<file path="config.mk">
export PLATFORM = sky130hd
export DESIGN_NAME = list_key_search
export DESIGN_NICKNAME = d
export VERILOG_FILES = /design/src/rtl/lks_pkg.sv /design/src/rtl/lks_addr_gen.sv /design/src/rtl/lks_key_cmp.sv /design/src/rtl/list_key_search.sv
export SDC_FILE = /design/constraint.sdc
export NUM_CORES = 1
export LEC_CHECK = 0
export ABC_AREA = 1
export BUFFER_PORTS_ARGS = -buffer_cell sky130_fd_sc_hd__clkbuf_2
export CORE_UTILIZATION = 35
export CTS_CLUSTER_SIZE = 20
export DETAILED_ROUTE_END_ITERATION = 12
export PLACE_DENSITY_LB_ADDON = 0.12
export SLEW_MARGIN = 25
export SYNTH_ARGS = -nofsm -noshare
export SYNTH_HDL_FRONTEND = slang
export SYNTH_HIERARCHICAL = 1
export SYNTH_SLANG_ARGS = --single-unit
export TNS_END_PERCENT = 50
</file>
<file path="constraint.sdc">
create_clock -name clk -period 3.1 [get_ports clk]
set_input_delay 0.31 -clock clk [delete_from_list [all_inputs] [get_ports clk]]
set_output_delay 0.31 -clock clk [all_outputs]
set_load 0.05 [all_outputs]
</file>
<file path="src/rtl/lks_pkg.sv">
package lks_pkg;
  typedef enum logic [1:0] {
    ST_IDLE = 2'd0,
    ST_KEY  = 2'd1,
    ST_CMP  = 2'd2,
    ST_LINK = 2'd3
  } walk_state_e;

  localparam logic [1:0] RES_BAD_LINK = 2'd0;
  localparam logic [1:0] RES_MISS     = 2'd1;
  localparam logic [1:0] RES_HIT      = 2'd2;
endpackage

</file>
<file path="src/rtl/lks_addr_gen.sv">
module lks_addr_gen #(
  parameter int WORD_W = 16,
  parameter int ADDR_W = WORD_W - 1
) (
  input  logic [WORD_W-1:0] node,
  input  logic [WORD_W-1:0] offset,
  input  logic              sel_link,
  output logic [ADDR_W-1:0] addr
);
  // Link word sits at the node address; key word at node + offset, wrapped.
  assign addr = ADDR_W'(sel_link ? node : node + offset);
endmodule

</file>
<file path="src/rtl/lks_key_cmp.sv">
module lks_key_cmp #(
  parameter int WORD_W = 16
) (
  input  logic [WORD_W-1:0] key,
  input  logic [WORD_W-1:0] arg,
  input  logic              gt_mode,
  output logic              stop
);
  assign stop = gt_mode ? (key > arg) : (key == arg);
endmodule

</file>
<file path="src/rtl/list_key_search.sv">
module list_key_search #(
  parameter int WORD_W = 16
) (
  input  logic              clk,
  input  logic              rst,
  input  logic              start,
  input  logic [WORD_W-1:0] arg_word,
  input  logic [WORD_W-1:0] key_ofs,
  input  logic [WORD_W-1:0] head_ptr,
  input  logic [WORD_W-1:0] prev_ptr,
  input  logic              gt_mode,
  output logic              mem_rd_en,
  output logic [WORD_W-2:0] mem_addr,
  input  logic [WORD_W-1:0] mem_rd_data,
  output logic              done,
  output logic [1:0]        outcome,
  output logic [WORD_W-1:0] node_ptr,
  output logic [WORD_W-1:0] trail_ptr
);
  import lks_pkg::*;

  localparam int ADDR_W = WORD_W - 1;
  localparam logic [WORD_W-1:0] SIGN_MASK = {1'b1, {(WORD_W-1){1'b0}}};

  walk_state_e       st_q;
  logic [WORD_W-1:0] cur_q, trail_q, arg_q, ofs_q;
  logic              mode_q, done_q;
  logic [1:0]        res_q;
  logic              key_stop, sel_link, idle;
  logic [WORD_W-1:0] head_clean;

  assign idle       = (st_q == ST_IDLE);
  assign head_clean = head_ptr & ~SIGN_MASK;
  assign sel_link   = (st_q == ST_CMP);
  assign mem_rd_en  = (st_q == ST_KEY) || ((st_q == ST_CMP) && !key_stop);

  lks_addr_gen #(.WORD_W(WORD_W), .ADDR_W(ADDR_W)) u_addr (
    .node     (cur_q),
    .offset   (ofs_q),
    .sel_link (sel_link),
    .addr     (mem_addr)
  );

  lks_key_cmp #(.WORD_W(WORD_W)) u_cmp (
    .key     (mem_rd_data),
    .arg     (arg_q),
    .gt_mode (mode_q),
    .stop    (key_stop)
  );

  always_ff @(posedge clk) begin
    if (rst) begin
      st_q    <= ST_IDLE;
      cur_q   <= '0;
      trail_q <= '0;
      arg_q   <= '0;
      ofs_q   <= '0;
      mode_q  <= 1'b0;
      done_q  <= 1'b0;
      res_q   <= RES_BAD_LINK;
    end else begin
      done_q <= 1'b0;
      unique case (st_q)
        ST_IDLE: begin
          if (start) begin
            cur_q   <= head_clean;
            trail_q <= prev_ptr;
            arg_q   <= arg_word;
            ofs_q   <= key_ofs;
            mode_q  <= gt_mode;
            if (head_clean == '0) begin
              done_q <= 1'b1;
              res_q  <= RES_MISS;
            end else begin
              st_q <= ST_KEY;
            end
          end
        end
        ST_KEY: st_q <= ST_CMP;
        ST_CMP: begin
          if (key_stop) begin
            done_q <= 1'b1;
            res_q  <= RES_HIT;
            st_q   <= ST_IDLE;
          end else begin
            st_q <= ST_LINK;
          end
        end
        ST_LINK: begin
          trail_q <= cur_q;
          cur_q   <= mem_rd_data;
          if (mem_rd_data == '0) begin
            done_q <= 1'b1;
            res_q  <= RES_MISS;
            st_q   <= ST_IDLE;
          end else if ((mem_rd_data & SIGN_MASK) != '0) begin
            done_q <= 1'b1;
            res_q  <= RES_BAD_LINK;
            st_q   <= ST_IDLE;
          end else begin
            st_q <= ST_KEY;
          end
        end
        default: st_q <= ST_IDLE;
      endcase
    end
  end

  assign done      = done_q;
  assign outcome   = res_q;
  assign node_ptr  = cur_q;
  assign trail_ptr = trail_q;
endmodule

</file>
==> flow_summary.json, run 1 <==
{
  "status": "complete, no violations",
  "endpoint_kind": "primary output",
  "row_count": 41,
  "r2r-start": "arg_q[7]",
  "holdBufCountCts": 0,
  "grt_max_degree": 36,
  "regArea_um2": 1381,
  "layout_commonest_cell": "nand2_1",
  "cap_violations": 0,
  "crit_path_start_kind": "flop",
  "grt_pass1_vias": 4012,
  "track_usage": 0.2036,
  "dr.pass1.iters": 4,
  "max_stage_delay_ns": 0.45,
  "syn_nets": 762,
  "hold_path_class": "in -> reg",
  "fillers": 1369,
  "arrival_ns": 2.42,
  "critical_path.max_fanout": 5,
  "cts_buffer_depth": 2,
  "drc": 0,
  "insertion_delay_ns": 0.34,
  "syn_area_um2": 4557,
  "grt_pass1_wl_mm": 20.43,
  "r2r_slack_ns": 1.13,
  "viasPerCell": 4.622,
  "antenna_left": 0,
  "layout_setup_ws_ns": 0.3749,
  "critPathRequiredTime_ns": 2.79,
  "drive_gt1_frac": 0.2959,
  "post_cts_buffers": 0,
  "cpMaxStageDelayCell": "dfxtp_1",
  "pre_cts_slack_ns": 0.7567,
  "fp.coreArea_um2": 12670,
  "via_count": 4372,
  "rsz0062_at_grt": "false",
  "root_buffer": "clkbuf_16",
  "layout.cells.non_filler": 946,
  "slew_headroom": 0.3516,
  "r2r_end": "outcome[1]",
  "avgSynthCellArea_um2": 7.043,
  "r2r_cells": 15,
  "cts_tree": "built",
  "setup_violations": 0,
  "holdPathStages": 3,
  "slew_violations": 0,
  "clock-sinks": 69,
  "min_period_over_period": 0.8791,
  "io_pins": 135,
  "worstPathCellList": "ha_1 > inv_1 > fa_1 > nor2_1 > nor2_2 > nor2_1 > nor3_1 > o21ai_1 > clkbuf_2",
  "die_h_um": 116.1,
  "multiInputGateArea_um2": 2661,
  "die_area_um2": 13480,
  "worstHoldStart": "arg_word[10]",
  "finClkSkew_ns": 0.005580,
  "max_freq_mhz": 367.0,
  "setup_tns_ns": 0,
  "numCtsBuffers": 9,
  "p_leak_nw": 2.759,
  "portBuffers": 132,
  "routed_wl_mm": 13.30,
  "drt_iter0_markers": 189,
  "num-nets-final": 885,
  "synth_warnings": 6,
  "cpMostUsedCell": "nor2_1",
  "syn_inst": 647,
  "hold_ws_ns": 0.1963,
  "cts.clk_slew.worst_paths_ns": 0.06,
  "grt.overflow.total": 0,
  "holdPathEnd": "arg_q[10]",
  "ir_drop_mv": 0.3195,
  "crit_cells": 9,
  "dp_cells": 931,
  "path_class": "reg -> out",
  "hold_violations": 0,
  "dp.final_hpwl_mm": 10.24,
  "critPathBufInv": 2,
  "place_congestion": 0.8835,
  "antenna_found_initial": 0,
  "powerDensity_nw_per_um2": 635.3,
  "min_period_ns": 2.725,
  "htree_levels": 3,
  "syn_to_final_growth_pct": 21.53,
  "routedWlPerCell_um": 14.06,
  "cts_resized": 0,
  "layout_common_cells": "nand2_1 (170), clkbuf_2 (132), nor2_1 (103), inv_1 (71), dfxtp_1 (69)",
  "worstMarginPinSlew_ns": 0.9666,
  "critPathTopFamily": "adder cells",
  "floorplan.initialDensity": 0.3596,
  "die_w_um": 116.1,
  "diodes": 0
}
area by class of cell:
| cell class | instances | area share |
|---|---|---|
| Clock inverter | 5 | 0.009489 |
| Tap cell | 172 | 0.03886 |
| Sequential cell | 69 | 0.2494 |
| Clock buffer | 10 | 0.04135 |
| Multi-Input combinational cell | 474 | 0.4806 |
| Inverter | 78 | 0.05287 |
| Timing Repair Buffer | 138 | 0.1274 |
registers in the layout, indices dropped and copies added, names as in the netlist:
register / cells
arg_q: 16
done: 1
mode_q: 1
node_ptr: 16
ofs_q: 15
outcome: 2
st_q: 2
trail_ptr: 16
report_power, final:
| group | internal (mW) | switching (mW) | total, mW |
|---|---|---|---|
| clock | 0.614 | 0.390 | 1.00 |
| combinational | 0.392 | 1.01 | 1.40 |
| sequential | 1.01 | 0.103 | 1.11 |
| total | 2.01 | 1.51 | 3.52 |
how the worst max path moves through the flow:
stage	start	to
after floorplan	node_ptr[0]	mem_addr[4]
after global routing	node_ptr[0]	mem_addr[14]
after CTS	node_ptr[0]	mem_addr[14]
after detailed placement	node_ptr[0]	mem_addr[12]
final	node_ptr[0]	mem_addr[8]
after global placement	node_ptr[0]	mem_addr[14]
layer usage:
layer  part of all wire  global-route usage
met3              0.056             0.04982
met5                  0                   0
met4              0.011             0.05556
met1               0.48              0.2657
met2               0.45              0.3345
worst min-delay path: cells and delay by family:
| kind | cells | cell delay, ns |
|---|---|---|
| simple gates | 2 | 0.11 |
| buf+inv | 1 | 0.08 |
metrics by stage:
step	power, mW	cell area [um2]	utilization
final	3.518	5538	0.4370
after global routing	3.737	5538	0.4370
after CTS	3.562	5538	0.4370
after detailed placement	2.535	5256	0.4148
after global placement	2.524	5256	0.4148
after floorplan	2.222	4557	-
Power figures use the tool's default switching activity.
==> run 2, diff against run 1 <==
--- a/config.mk
+++ b/config.mk
@@ -6,11 +6,12 @@
 export NUM_CORES = 1
 export LEC_CHECK = 0
 export ABC_AREA = 1
-export BUFFER_PORTS_ARGS = -buffer_cell sky130_fd_sc_hd__clkbuf_2
 export CORE_UTILIZATION = 35
 export CTS_CLUSTER_SIZE = 20
 export DETAILED_ROUTE_END_ITERATION = 12
+export DONT_BUFFER_PORTS = 1
 export PLACE_DENSITY_LB_ADDON = 0.12
+export RECOVER_POWER = 50
 export SLEW_MARGIN = 25
 export SYNTH_ARGS = -nofsm -noshare
 export SYNTH_HDL_FRONTEND = slang
==> run 2 against run 1 <==
  * Wire length grew 2.0%
  * Register-to-register slack got worse by 0.24 ns
  * Die area is the same
  * Flip-flop and latch count stayed put
  * Via count fell by 7.4%
  * Final area down 10%
  * Non-clock buffer count is 115 lower
  * Combinational power shrank 13%
  * Clock skew rose by 0.0016 ns
  * Global-route usage up 0.27 points
  * Largest cell class unchanged
==> flow_summary.json, run 2 (same netlist as run 1, synthesis figures left out) <==
{
  "fillers": 1399,
  "status": "complete, no violations",
  "critical_path.max_fanout": 4,
  "cpMaxStageDelayCell": "dfxtp_1",
  "post_cts_buffers": 0,
  "ir_drop_mv": 0.2950,
  "max_freq_mhz": 381.0,
  "syn_to_final_growth_pct": 8.841,
  "worstPathCellList": "buf_4 > ha_1 > nand2_1 > nand2_1 > nand3_1 > nand2_2 > nand2_1 > nand2_1 > nand2_1 > nand3_1 > nand2_1",
  "max_stage_delay_ns": 0.46,
  "dp.final_hpwl_mm": 10.21,
  "fp.coreArea_um2": 12670,
  "path_class": "reg -> out",
  "r2r_slack_ns": 0.89,
  "cpMostUsedCell": "nand2_1",
  "row_count": 41,
  "holdBufCountCts": 0,
  "crit_path_start_kind": "flop",
  "rsz0062_at_grt": "false",
  "cts_tree": "built",
  "layout_common_cells": "nand2_1 (170), nor2_1 (103), inv_1 (73), dfxtp_1 (69), o21ai_0 (33)",
  "antenna_left": 0,
  "cts_buffer_depth": 2,
  "dr.pass1.iters": 4,
  "track_usage": 0.2063,
  "drive_gt1_frac": 0.1548,
  "arrival_ns": 2.31,
  "cts.clk_slew.worst_paths_ns": 0.06,
  "layout_commonest_cell": "nand2_1",
  "grt_pass1_wl_mm": 20.52,
  "dp_cells": 816,
  "via_count": 4049,
  "finClkSkew_ns": 0.007144,
  "floorplan.initialDensity": 0.3596,
  "die_h_um": 116.1,
  "antenna_found_initial": 0,
  "insertion_delay_ns": 0.34,
  "layout.cells.non_filler": 831,
  "min_period_ns": 2.624,
  "portBuffers": 0,
  "setup_tns_ns": 0,
  "numCtsBuffers": 9,
  "die_area_um2": 13480,
  "root_buffer": "clkbuf_16",
  "hold_violations": 0,
  "cts_resized": 0,
  "powerDensity_nw_per_um2": 677.5,
  "routedWlPerCell_um": 16.34,
  "viasPerCell": 4.872,
  "setup_violations": 0,
  "critPathRequiredTime_ns": 2.79,
  "io_pins": 135,
  "grt_max_degree": 65,
  "die_w_um": 116.1,
  "diodes": 0,
  "worstMarginPinSlew_ns": 0.9780,
  "grt_pass1_vias": 3841,
  "regArea_um2": 1381,
  "clock-sinks": 69,
  "slew_violations": 0,
  "drt_iter0_markers": 167,
  "routed_wl_mm": 13.58,
  "min_period_over_period": 0.8466,
  "endpoint_kind": "primary output",
  "hold_path_class": "in -> reg",
  "grt.overflow.total": 0,
  "slew_headroom": 0.3480,
  "cap_violations": 0,
  "drc": 0,
  "htree_levels": 3,
  "place_congestion": 0.8896,
  "num-nets-final": 770,
  "multiInputGateArea_um2": 2661,
  "p_leak_nw": 2.239
}
run 2: where the power goes:
part | total [mW] | internal (mW) | switching (mW)
registers | 1.17 | 1.01 | 0.166
clock network | 0.973 | 0.581 | 0.392
logic | 1.22 | 0.319 | 0.896
total | 3.36 | 1.91 | 1.45
run 2: path summary, 6_finish.rpt:
kind	start	endpoint	depth (start not counted)
setup / recovery	node_ptr[1]	mem_addr[13]	11
hold / removal	rst	trail_ptr[10]	1
setup reg to reg	st_q[0]	node_ptr[9]	7
hold reg to reg	arg_q[4]	arg_q[4]	2
run 2: per-stage QoR:
stage | cell area [um2] | hold slack, ns | util | power (mW) | worst slack [ns]
2_1_floorplan | 4557 | 0.4449 | - | 2.222 | 0.04631
3_3_place_gp | 4723 | 0.3766 | 0.3728 | 2.418 | 0.8298
5_1_grt | 4960 | 0.02158 | 0.3914 | 3.560 | 0.3027
3_5_place_dp | 4723 | 0.3803 | 0.3728 | 2.433 | 0.8120
6_report | 4960 | 0.03420 | 0.3914 | 3.360 | 0.4755
4_1_cts | 5001 | 0.01743 | 0.3947 | 3.426 | 0.4503
run 2: worst max-delay path, delay by kind of cell (launching register included):
| family | cells | cell delay [ns] |
|---|---|---|
| and+or+nand+nor | 9 | 0.98 |
| DFF | 1 | 0.46 |
| buffers and inverters | 1 | 0.27 |
| adders and majority gates | 1 | 0.26 |
run 2: final cells by class:
type,count,share of cell area
Multi-Input combinational cell,474,0.5366
Inverter,78,0.05903
Sequential cell,69,0.2785
Tap cell,172,0.04339
Timing Repair Buffer,23,0.02649
Clock buffer,12,0.05172
Clock inverter,3,0.004289
run 2: routing by layer:
metal  GRT usage  part of all wire  vias to the layer above
met5           0                 0                        -
met4     0.06154             0.010                        0
met3     0.08044             0.083                        8
met2      0.3464              0.46                      108
met1      0.2429              0.45                     1845
li1            -                 -                     2088
==> run 3, diff against run 2 <==
==> constraint.sdc (replaced) <==
create_clock -name clk -period 2.4 [get_ports clk]
set_input_delay 0.24 -clock clk [delete_from_list [all_inputs] [get_ports clk]]
set_output_delay 0.24 -clock clk [all_outputs]
set_load 0.05 [all_outputs]
==> run 3 against run 2 <==
  * Final area up 7.8%
  * Cell count up 2.0%
  * Flip-flop and latch count is the same
  * Sequential power rose by 30%
  * Worst setup slack worse by 0.36 ns
  * Clock skew about the same
  * Count of clock-buffer cells in the layout down 2
  * Worst hold slack better by 0.0032 ns
  * Register-to-register slack worse by 0.55 ns
  * Largest power group unchanged
  * Highest routed layer unchanged
  * Wire length rose by 0.77%
  * Utilization increased by 3.1 points
  * Global-route usage grew 0.42 points
==> flow_summary.json, run 3 (same netlist as run 1, synthesis figures left out) <==
{
  "status": "complete, no violations",
  "dp.final_hpwl_mm": 10.45,
  "p_int_mw": 2.802,
  "root_buffer": "clkbuf_16",
  "drt_iter0_markers": 183,
  "worstMarginPinSlew_ns": 0.9692,
  "cpMaxStageDelayCell": "fa_2",
  "die_area_um2": 13480,
  "min_period_ns": 2.288,
  "p_leak_nw": 2.384,
  "top_usage_layer": "met2",
  "grt_max_degree": 65,
  "place_congestion": 0.8674,
  "antenna_found_initial": 0,
  "hold_ws_ns": 0.03743,
  "use_met3": 0.07525,
  "layout_commonest_cell": "nand2_1",
  "clkPwrFrac": 0.290,
  "pre_cts_slack_ns": 0.3188,
  "antenna_left": 0,
  "grt_pass1_vias": 4016,
  "grt.overflow.total": 0,
  "setup_violations": 0,
  "rsz0062_at_grt": "true",
  "via_count": 4139,
  "cpMostUsedCell": "nand2_1",
  "worstPathCellList": "ha_2 > inv_1 > fa_2 > inv_2 > nand2_1 > nand3_2 > nand2_1 > nand3b_1 > nand3_1 > nand2_1 > buf_12",
  "insertion_delay_ns": 0.34,
  "switching_share": 0.4166,
  "io_pins": 135,
  "routedWlPerCell_um": 16.13,
  "powerDensity_nw_per_um2": 897.9,
  "max_freq_mhz": 437.1,
  "pwr-share-comb": 0.394,
  "min_period_over_period": 0.9532,
  "clock-sinks": 69,
  "p_seq_frac": 0.316,
  "drc": 0,
  "routed_wl_mm": 13.68,
  "crit_path_start_kind": "flop",
  "hold_violations": 0,
  "drive_gt1_frac": 0.2130,
  "cts_tree": "built",
  "fillers": 1385,
  "die_h_um": 116.1,
  "slew_violations": 0,
  "use_met2": 0.3452,
  "arrival_ns": 2.05,
  "endpoint_kind": "primary output",
  "cap_violations": 0,
  "cts.clk_slew.worst_paths_ns": 0.06,
  "layout_setup_ws_ns": 0.1123,
  "hold_path_class": "in -> reg",
  "diodes": 0,
  "htree_levels": 3,
  "track_usage": 0.2105,
  "die_w_um": 116.1,
  "max_stage_delay_ns": 0.40,
  "num-nets-final": 786,
  "numCtsBuffers": 9,
  "portBuffers": 0,
  "slew_headroom": 0.3539,
  "layout_common_cells": "nand2_1 (162), nor2_1 (104), inv_1 (72), dfxtp_1 (61), o21ai_0 (30)",
  "grt_pass1_wl_mm": 21.13,
  "critPathRequiredTime_ns": 2.16,
  "fp.coreArea_um2": 12670,
  "floorplan.initialDensity": 0.3596,
  "dr.pass1.iters": 4,
  "syn_to_final_growth_pct": 17.38,
  "path_class": "reg -> out",
  "ir_drop_mv": 0.3601,
  "critical_path.max_fanout": 4,
  "finClkSkew_ns": 0.007330,
  "row_count": 41,
  "switchingPower_mw": 2.001,
  "cts_buffer_depth": 2,
  "use_met1": 0.2565,
  "viasPerCell": 4.881
}
-- run 3: cell count changes in the layout (fill, tap and decap cells not counted), moves of 3 or more --
cell | previous run | this run
nand3_2 | 1 | 4
ha_4 | 0 | 3
ha_1 | 30 | 25
nand2_1 | 170 | 162
nand3_1 | 23 | 20
buf_12 | 0 | 12
nand2_2 | 2 | 10
dfxtp_2 | 0 | 8
o21ai_0 | 33 | 30
dfxtp_1 | 69 | 61
-- run 3: layer usage --
| layer | routed length, um | vias to the layer above | share of wire |
|---|---|---|---|
| li1 | - | 2126 | - |
| met1 | 5939 | 1865 | 0.43 |
| met2 | 6287 | 132 | 0.46 |
| met3 | 1223 | 16 | 0.089 |
| met4 | 229 | 0 | 0.017 |
| met5 | 0 | - | 0 |
-- run 3: final timing paths --
path	startpoint	cells after the start	slack (ns)	endpoint
max	ofs_q[0]	11	0.11	mem_addr[10]
min	arg_word[10]	2	0.04	arg_q[10]
max reg2reg	st_q[0]	8	0.34	node_ptr[7]
min reg2reg	arg_q[7]	2	0.50	arg_q[7]
-- run 3: per-stage QoR --
stage	std cells	setup TNS (ns)	util	power, mW	instance area, um2
after global routing	848	-0.03659	0.4221	5.080	5349
after CTS	847	0	0.4194	4.857	5314
after floorplan	647	-0.7769	-	2.872	4557
final	848	0	0.4221	4.803	5349
after detailed placement	830	0	0.3929	3.423	4979
after global placement	830	0	0.3929	3.401	4979
-- run 3: layout make-up --
type | count | area [um2] | share of cell area
clock buffer | 10 | 239.0 | 0.04468
tap | 172 | 215.2 | 0.04023
multi-input combinational | 474 | 2743 | 0.5127
inverter | 78 | 292.8 | 0.05474
timing repair buffer | 39 | 397.9 | 0.07439
sequential | 69 | 1391 | 0.2601
clock inverter | 6 | 70.07 | 0.01310
-- run 3: power by group through the flow --
stage                     clock network (mW)  registers, mW  logic (mW)
after floorplan                            0           1.64        1.23
after global placement                     0           1.54        1.86
after detailed placement                   0           1.54        1.88
after CTS                               1.43           1.52        1.91
after global routing                    1.48           1.54        2.06
final                                   1.39           1.52        1.89
-- run 3: worst max-delay path, delay by kind of cell (launching register included) --
| kind | cells | cell delay [ns] |
|---|---|---|
| AND/OR/NAND/NOR | 6 | 0.53 |
| adder cells (fa/ha/maj) | 2 | 0.57 |
| buffers and inverters | 3 | 0.28 |
| flip-flops | 1 | 0.33 |
-- run 3: what timing repair did --
action,CTS,global route
hold buffers,1,0
pin swaps,0,8
setup buffers,0,1
cloned,0,0
endpoints found under the hold margin,34,0
resized for setup,3,28
endpoints found under the setup margin,5,5
